`config.mk`:
```
export PLATFORM = sky130hd
export DESIGN_NAME = eint_group_unit
export DESIGN_NICKNAME = d
export VERILOG_FILES = /design/src/rtl/eint_pkg.sv /design/src/rtl/eint_sync_bank.sv /design/src/rtl/eint_trigger.sv /design/src/rtl/eint_pending.sv /design/src/rtl/eint_group_unit.sv
export SDC_FILE = /design/constraint.sdc
export NUM_CORES = 1
export LEC_CHECK = 0
export ABC_AREA = 0
export CORE_MARGIN = 10
export CORE_UTILIZATION = 52
export CTS_CLUSTER_DIAMETER = 80
export DETAILED_ROUTE_END_ITERATION = 16
export PLACE_DENSITY = 0.87
export REMOVE_ABC_BUFFERS = 1
export SLEW_MARGIN = 20
export SYNTH_ARGS = -nofsm -noshare
export SYNTH_HDL_FRONTEND = slang
export SYNTH_SLANG_ARGS = --single-unit
```
`constraint.sdc`:
```
create_clock -name clk -period 1.72 [get_ports clk]
set_input_delay 0.344 -clock clk [delete_from_list [all_inputs] [get_ports clk]]
set_output_delay 0.344 -clock clk [all_outputs]
set_load 0.01 [all_outputs]
```
`src/rtl/eint_pkg.sv`:
```
package eint_pkg;

    localparam int ADDR_W = 3;

    // register indices: trigger-mode registers start at 0
    localparam logic [ADDR_W-1:0] ADDR_MASK = 3'd3;
    localparam logic [ADDR_W-1:0] ADDR_PEND = 3'd4;
    localparam logic [ADDR_W-1:0] ADDR_WAKE = 3'd5;

    typedef enum logic [2:0] {
        TRIG_LOW,
        TRIG_HIGH,
        TRIG_FALL,
        TRIG_RISE,
        TRIG_BOTH
    } trig_e;

    typedef struct packed {
        logic now;
        logic prev;
    } pin_hist_t;

    function automatic trig_e decode_trig(input logic [2:0] code);
        trig_e m;
        case (code[2:1])
            2'b00:   m = code[0] ? TRIG_HIGH : TRIG_LOW;
            2'b01:   m = TRIG_FALL;
            2'b10:   m = TRIG_RISE;
            default: m = TRIG_BOTH;
        endcase
        return m;
    endfunction

    function automatic logic trig_hit(input trig_e m, input pin_hist_t h);
        logic hit;
        case (m)
            TRIG_LOW:  hit = !h.now;
            TRIG_HIGH: hit = h.now;
            TRIG_FALL: hit = h.prev && !h.now;
            TRIG_RISE: hit = !h.prev && h.now;
            default:   hit = h.prev ^ h.now;
        endcase
        return hit;
    endfunction

endpackage

```
`src/rtl/eint_sync_bank.sv`:
```
module eint_sync_bank #(
    parameter int WIDTH = 24
) (
    input  logic             clk,
    input  logic             rst,
    input  logic [WIDTH-1:0] pins_i,
    output logic [WIDTH-1:0] now_o,
    output logic [WIDTH-1:0] prev_o
);

    logic [WIDTH-1:0] meta_q;
    logic [WIDTH-1:0] now_q;
    logic [WIDTH-1:0] prev_q;

    always_ff @(posedge clk) begin
        if (rst) begin
            meta_q <= '0;
            now_q  <= '0;
            prev_q <= '0;
        end else begin
            meta_q <= pins_i;
            now_q  <= meta_q;
            prev_q <= now_q;
        end
    end

    assign now_o  = now_q;
    assign prev_o = prev_q;

endmodule

```
`src/rtl/eint_trigger.sv`:
```
module eint_trigger
    import eint_pkg::*;
(
    input  logic [2:0] code_i,
    input  logic       now_i,
    input  logic       prev_i,
    output trig_e      mode_o,
    output logic       set_o
);

    pin_hist_t hist;

    always_comb begin
        hist.now  = now_i;
        hist.prev = prev_i;
        mode_o    = decode_trig(code_i);
        set_o     = trig_hit(mode_o, hist);
    end

endmodule

```
`src/rtl/eint_pending.sv`:
```
module eint_pending #(
    parameter int NUM_LINES  = 24,
    parameter int FIRST_LINE = 4,
    parameter int SPLIT_LINE = 8
) (
    input  logic                 clk,
    input  logic                 rst,
    input  logic [NUM_LINES-1:0] set_i,
    input  logic [NUM_LINES-1:0] clr_i,
    input  logic [NUM_LINES-1:0] mask_i,
    output logic [NUM_LINES-1:0] pend_o,
    output logic                 parent_lo_o,
    output logic                 parent_hi_o
);

    localparam logic [NUM_LINES-1:0] VALID =
        {{(NUM_LINES-FIRST_LINE){1'b1}}, {FIRST_LINE{1'b0}}};
    localparam logic [NUM_LINES-1:0] HI_GRP =
        {{(NUM_LINES-SPLIT_LINE){1'b1}}, {SPLIT_LINE{1'b0}}};
    localparam logic [NUM_LINES-1:0] LO_GRP = VALID & ~HI_GRP;

    logic [NUM_LINES-1:0] pend_q;
    logic [NUM_LINES-1:0] live;

    // clear has priority over a set landing on the same edge
    always_ff @(posedge clk) begin
        if (rst) pend_q <= '0;
        else     pend_q <= (pend_q | set_i) & ~clr_i & VALID;
    end

    assign live        = pend_q & ~mask_i;
    assign pend_o      = pend_q;
    assign parent_lo_o = |(live & LO_GRP);
    assign parent_hi_o = |(live & HI_GRP);

    // a cleared bit is low on the edge after the clear
    a_r6_clear_wins: assert property (@(posedge clk) disable iff (rst)
        (clr_i != '0) |=> ((pend_q & $past(clr_i)) == '0));

    // pending bits only fall through a clear
    a_r6_sticky: assert property (@(posedge clk) disable iff (rst)
        1'b1 |=> ((~pend_q & $past(pend_q) & ~$past(clr_i)) == '0));

endmodule

```
`src/rtl/eint_group_unit.sv`:
```
module eint_group_unit
    import eint_pkg::*;
#(
    parameter int NUM_LINES     = 24,
    parameter int FIRST_LINE    = 4,
    parameter int SPLIT_LINE    = 8,
    parameter int LINES_PER_REG = 8,
    parameter int FIELD_W       = 3,
    parameter int STRIDE        = 4,
    parameter int DATA_W        = 32,
    parameter logic [NUM_LINES-1:0] WAKE_ALLOW = 24'h00fff0
) (
    input  logic                 clk,
    input  logic                 rst,
    input  logic [NUM_LINES-1:0] pins_i,
    input  logic                 wr_en_i,
    input  logic [ADDR_W-1:0]    wr_addr_i,
    input  logic [DATA_W-1:0]    wr_data_i,
    input  logic [ADDR_W-1:0]    rd_addr_i,
    output logic [DATA_W-1:0]    rd_data_o,
    output logic                 parent_lo_o,
    output logic                 parent_hi_o,
    output logic                 wake_o
);

    localparam int NUM_CFG = (NUM_LINES + LINES_PER_REG - 1) / LINES_PER_REG;
    localparam logic [NUM_LINES-1:0] VALID =
        {{(NUM_LINES-FIRST_LINE){1'b1}}, {FIRST_LINE{1'b0}}};
    localparam logic [NUM_LINES-1:0] LO_GRP =
        VALID & ~{{(NUM_LINES-SPLIT_LINE){1'b1}}, {SPLIT_LINE{1'b0}}};
    localparam logic [NUM_LINES-1:0] HI_GRP = VALID & ~LO_GRP;

    logic [NUM_LINES-1:0]              now_v, prev_v, set_v, clr_v, pend_v;
    logic [NUM_LINES-1:0]              mask_q, wake_q;
    logic [NUM_LINES-1:0][FIELD_W-1:0] code_v;

    eint_sync_bank #(.WIDTH(NUM_LINES)) u_sync (
        .clk    (clk),
        .rst    (rst),
        .pins_i (pins_i),
        .now_o  (now_v),
        .prev_o (prev_v)
    );

    for (genvar l = 0; l < NUM_LINES; l++) begin : g_line
        localparam int REG_IDX = l / LINES_PER_REG;
        localparam int BIT_OFF = STRIDE * (l % LINES_PER_REG);

        logic [FIELD_W-1:0] code_q;
        trig_e              mode;

        always_ff @(posedge clk) begin
            if (rst)
                code_q <= '0;
            else if (wr_en_i && wr_addr_i == ADDR_W'(REG_IDX))
                code_q <= wr_data_i[BIT_OFF +: FIELD_W];
        end

        assign code_v[l] = code_q;

        eint_trigger u_trig (
            .code_i (code_q),
            .now_i  (now_v[l]),
            .prev_i (prev_v[l]),
            .mode_o (mode),
            .set_o  (set_v[l])
        );

        if (l >= FIRST_LINE) begin : g_chk
            // an active level re-arms the pending bit on the next edge
            a_r5_level_reassert: assert property (@(posedge clk) disable iff (rst)
                (((mode == TRIG_LOW && !now_v[l]) || (mode == TRIG_HIGH && now_v[l]))
                 && !clr_v[l]) |=> pend_v[l]);
        end
    end

    always_ff @(posedge clk) begin
        if (rst) begin
            mask_q <= VALID;
            wake_q <= '0;
        end else if (wr_en_i) begin
            if (wr_addr_i == ADDR_MASK) mask_q <= wr_data_i[NUM_LINES-1:0] & VALID;
            if (wr_addr_i == ADDR_WAKE) wake_q <= wr_data_i[NUM_LINES-1:0] & VALID & WAKE_ALLOW;
        end
    end

    assign clr_v = (wr_en_i && wr_addr_i == ADDR_PEND) ? (wr_data_i[NUM_LINES-1:0] & VALID) : '0;

    eint_pending #(
        .NUM_LINES  (NUM_LINES),
        .FIRST_LINE (FIRST_LINE),
        .SPLIT_LINE (SPLIT_LINE)
    ) u_pend (
        .clk         (clk),
        .rst         (rst),
        .set_i       (set_v),
        .clr_i       (clr_v),
        .mask_i      (mask_q),
        .pend_o      (pend_v),
        .parent_lo_o (parent_lo_o),
        .parent_hi_o (parent_hi_o)
    );

    assign wake_o = |(pend_v & wake_q);

    always_comb begin
        rd_data_o = '0;
        if (rd_addr_i == ADDR_MASK)
            rd_data_o[NUM_LINES-1:0] = mask_q;
        else if (rd_addr_i == ADDR_PEND)
            rd_data_o[NUM_LINES-1:0] = pend_v;
        else if (rd_addr_i == ADDR_WAKE)
            rd_data_o[NUM_LINES-1:0] = wake_q;
        else if (int'(rd_addr_i) < NUM_CFG) begin
            for (int l = 0; l < NUM_LINES; l++) begin
                if (int'(rd_addr_i) == l / LINES_PER_REG)
                    rd_data_o[STRIDE*(l%LINES_PER_REG) +: FIELD_W] = code_v[l];
            end
        end
    end

    logic unused_wdata;
    assign unused_wdata = ^wr_data_i[DATA_W-1:NUM_LINES];

    // a parent rises only when its pending bits or the mask changed
    a_r8_lo_cause: assert property (@(posedge clk) disable iff (rst)
        $rose(parent_lo_o) |-> (($past(pend_v & LO_GRP) != (pend_v & LO_GRP))
                                || ($past(mask_q) != mask_q)));
    a_r8_hi_cause: assert property (@(posedge clk) disable iff (rst)
        $rose(parent_hi_o) |-> (($past(pend_v & HI_GRP) != (pend_v & HI_GRP))
                                || ($past(mask_q) != mask_q)));

    // wake only ever comes from a line inside the allowed range
    a_r9_wake_source: assert property (@(posedge clk) disable iff (rst)
        wake_o |-> ((pend_v & WAKE_ALLOW) != '0));

endmodule

```
==> impl_metrics.csv, run 1 <==
group,metric,value,unit
route,drt-vias-per-instance,5.95,
clock_tree,clock_latency,0.45,ns
route,vias,10239,
clock_tree,max-clock-path-buffers,2,
outcome,status,"finished with violations",
sta,fin_ws,-0.305,ns
floorplanning,die_area,0.0254,sq mm
cells_and_area,final_cell_mix,"226 x nand2_1, 149 x buf_4, 145 x dfxtp_1",
route,wl,34300,microns
placement,place_inst,1662,
logic_synthesis,ys_warn_count,0,
global_route,antenna_found_initial,0,
sta,fin_setup_tns,-3.62,ns
placement,routabilityCongestion,0.935,
route,drt_first_iter_violations,912,
floorplanning,die_w,159,microns
global_route,first_global_vias,10366,
route,post_drt_wl_per_cell,19.9,microns
floorplanning,rows,50,
logic_synthesis,ys_types,43,
cells_and_area,drive_above_1_share,0.265,
global_route,grt_pass1_wl,51700,microns
clock_tree,cts_tree,"done",
power,ir_drop,0.777,mV
clock_tree,htreeDepth,4,
outcome,violations,"negative setup slack",
floorplanning,io_pins,100,
sta,finalClockSkew,0.00867,ns
placement,dpl_cell_area,0.0125,sq mm
logic_synthesis,seq_area_frac_synth,0.365,
logic_synthesis,synthFlopType,"dfxtp_1",
cells_and_area,final_cells,1722,
placement,portBuffers,89,
floorplanning,die_y,159,microns
logic_synthesis,async_flop_share,0,
cells_and_area,final_common_cell,"nand2_1",
sta,slew_headroom,0.680,
critical_path,cp-start-kind,"register",
cells_and_area,fin_area,0.0138,sq mm
clock_tree,cts.clk_slew.worst_paths,0.07,ns
power,power_density,742,mW/mm^2
placement,dp_hpwl,21600,microns
floorplanning,core_region_area,0.0189,sq mm
cells_and_area,synthToLayoutAreaGrowth,36.6,%
logic_synthesis,synth-edff-count,0,
sta,drv_slew,0,
critical_path,cp-end-kind,"output pin",
clock_tree,cts_hold_buf,0,
critical_path,crit_arrival,1.68,ns
clock_tree,cts_sinks,184,
sta,finalHoldViolCount,0,
sta,worst_slew_pin_slew,0.467,ns
critical_path,worstSetupPathType,"register to output pin",
clock_tree,numCtsBuffers,17,
job,drv_cap,0,
logic_synthesis,ys_ff_latch,184,
power,power,0.0102,W
sta,fin_crit,2.02,ns
route,ant_nets,0,
route,first_pass_iters,6,
critical_path,cp.required,1.38,ns
sta,period_share,1.18,
logic_synthesis,synth_cells,1212,
sta,rsz0062_at_grt,"yes",
power,p_leak,5.92,nW
min_path,hold_class,"input pin to register",
sta,timing.fmax,494,MHz
logic_synthesis,avgSynthCellArea,8.33,sq um
floorplanning,initial_utilization,0.534,
cells_and_area,final_nets,1634,
cells_and_area,n_antenna_cell,0,
sta,finalSetupViolCount,25,
cells_and_area,nFillCells,1243,
clock_tree,cts-root-buf,"clkbuf_16",
global_route,grt_max_degree,42,
global_route,grt-ovfl-total,0,
global_route,grt_usage,0.247,
sta,whs,0.246,ns
critical_path,cp_max_fo,3,
route,drc,0,
logic_synthesis,synth_area,0.0101,sq mm
-- power by group --
group | total [W] | switching [W] | internal [W]
combinational | 0.00164 | 0.000846 | 0.000798
sequential | 0.00455 | 0.000139 | 0.00442
clock | 0.00403 | 0.00178 | 0.00225
total | 0.0102 | 0.00276 | 0.00747
-- per-layer routing --
layer / wire length, microns / GRT usage / vias to the layer above
met2: 16100 / 0.415 / 663
met1: 12600 / 0.275 / 4795
met5: 0 / 0 / -
li1: - / - / 4586
met4: 2290 / 0.158 / 0
met3: 3380 / 0.0615 / 195
-- worst max-delay path, cell delays in order (launching register included) --
cell      delay (ns)
dfxtp_2         0.34
a22o_1          0.26
a221oi_2        0.26
nand3_1         0.20
buf_2           0.19
-- cell families after synthesis --
| family | count (synthesis) | share of synthesized area |
|---|---|---|
| AO/OA/AOI/OAI | 238 | 0.156 |
| adder cells (fa/ha/maj) | 119 | 0.148 |
| buffers and inverters | 172 | 0.0684 |
| flip-flops | 184 | 0.365 |
| multiplexers | 40 | 0.0508 |
| other | 1 | 0.000372 |
| AND/OR/NAND/NOR | 458 | 0.212 |
-- timing repair --
item	4_1_cts	5_1_grt
setup endpoints to repair	35	45
gates resized for setup	265	67
buffers inserted	24	9
cloned	1	0
pin swaps	25	26
-- layout make-up --
class / instances / area, sq um / area share
clock buffers: 21 / 470 / 0.0341
clock inverters: 10 / 119 / 0.00862
inverters: 110 / 413 / 0.0300
multi-input cells: 858 / 6190 / 0.449
flip-flops and latches: 184 / 3760 / 0.273
well taps: 260 / 325 / 0.0236
repair buffers: 279 / 2510 / 0.182
-- stage by stage --
step           setup slack, ns   util
6_report                -0.305  0.730
3_5_place_dp            -0.977  0.659
3_3_place_gp            -0.950  0.659
4_1_cts                 -0.222  0.715
2_1_floorplan           -0.761      -
5_1_grt                 -0.340  0.730
-- registers in the layout, indices dropped and copies added (netlist names) --
| name | cells |
|---|---|
| g_line.code_q | 72 |
| wake_q | 12 |
| u_sync.now_o | 20 |
| u_pend.pend_o | 20 |
| u_sync.prev_o | 20 |
| u_sync.meta_q | 20 |
| mask_q | 20 |
-- cells in the mapped netlist, drive strengths merged, types with 14 or more instances --
library cell / number / area share
nor2: 86 / 0.032
nand3b: 32 / 0.024
nor3: 14 / 0.0069
inv: 110 / 0.041
a21oi: 99 / 0.049
mux2i: 31 / 0.031
buf: 29 / 0.015
dfxtp: 184 / 0.36
nand2b: 15 / 0.0093
a211o: 16 / 0.014
clkbuf: 33 / 0.012
nor2b: 59 / 0.037
nand2: 228 / 0.085
a31oi: 39 / 0.024
ha: 119 / 0.15
-- final timing paths --
check | from | end | slack, ns | depth (start not counted)
setup reg to reg | g_line[21].code_q[2] | u_pend.pend_o[21] | -0.01 | 6
hold reg to reg | u_sync.meta_q[7] | u_sync.now_o[7] | 0.43 | 1
setup / recovery | wake_q[14] | wake_o | -0.30 | 4
hold / removal | rst | u_sync.prev_o[13] | 0.25 | 2
No activity file was read; power rests on OpenSTA's default activity.
==> inputs of run 2 (changes only) <==
Settings changed: ABC_CLOCK_PERIOD_IN_PS set to 1720.
==> results of run 2 <==
Same layout as run 1: the final DEF is identical, and so are final timing and power.
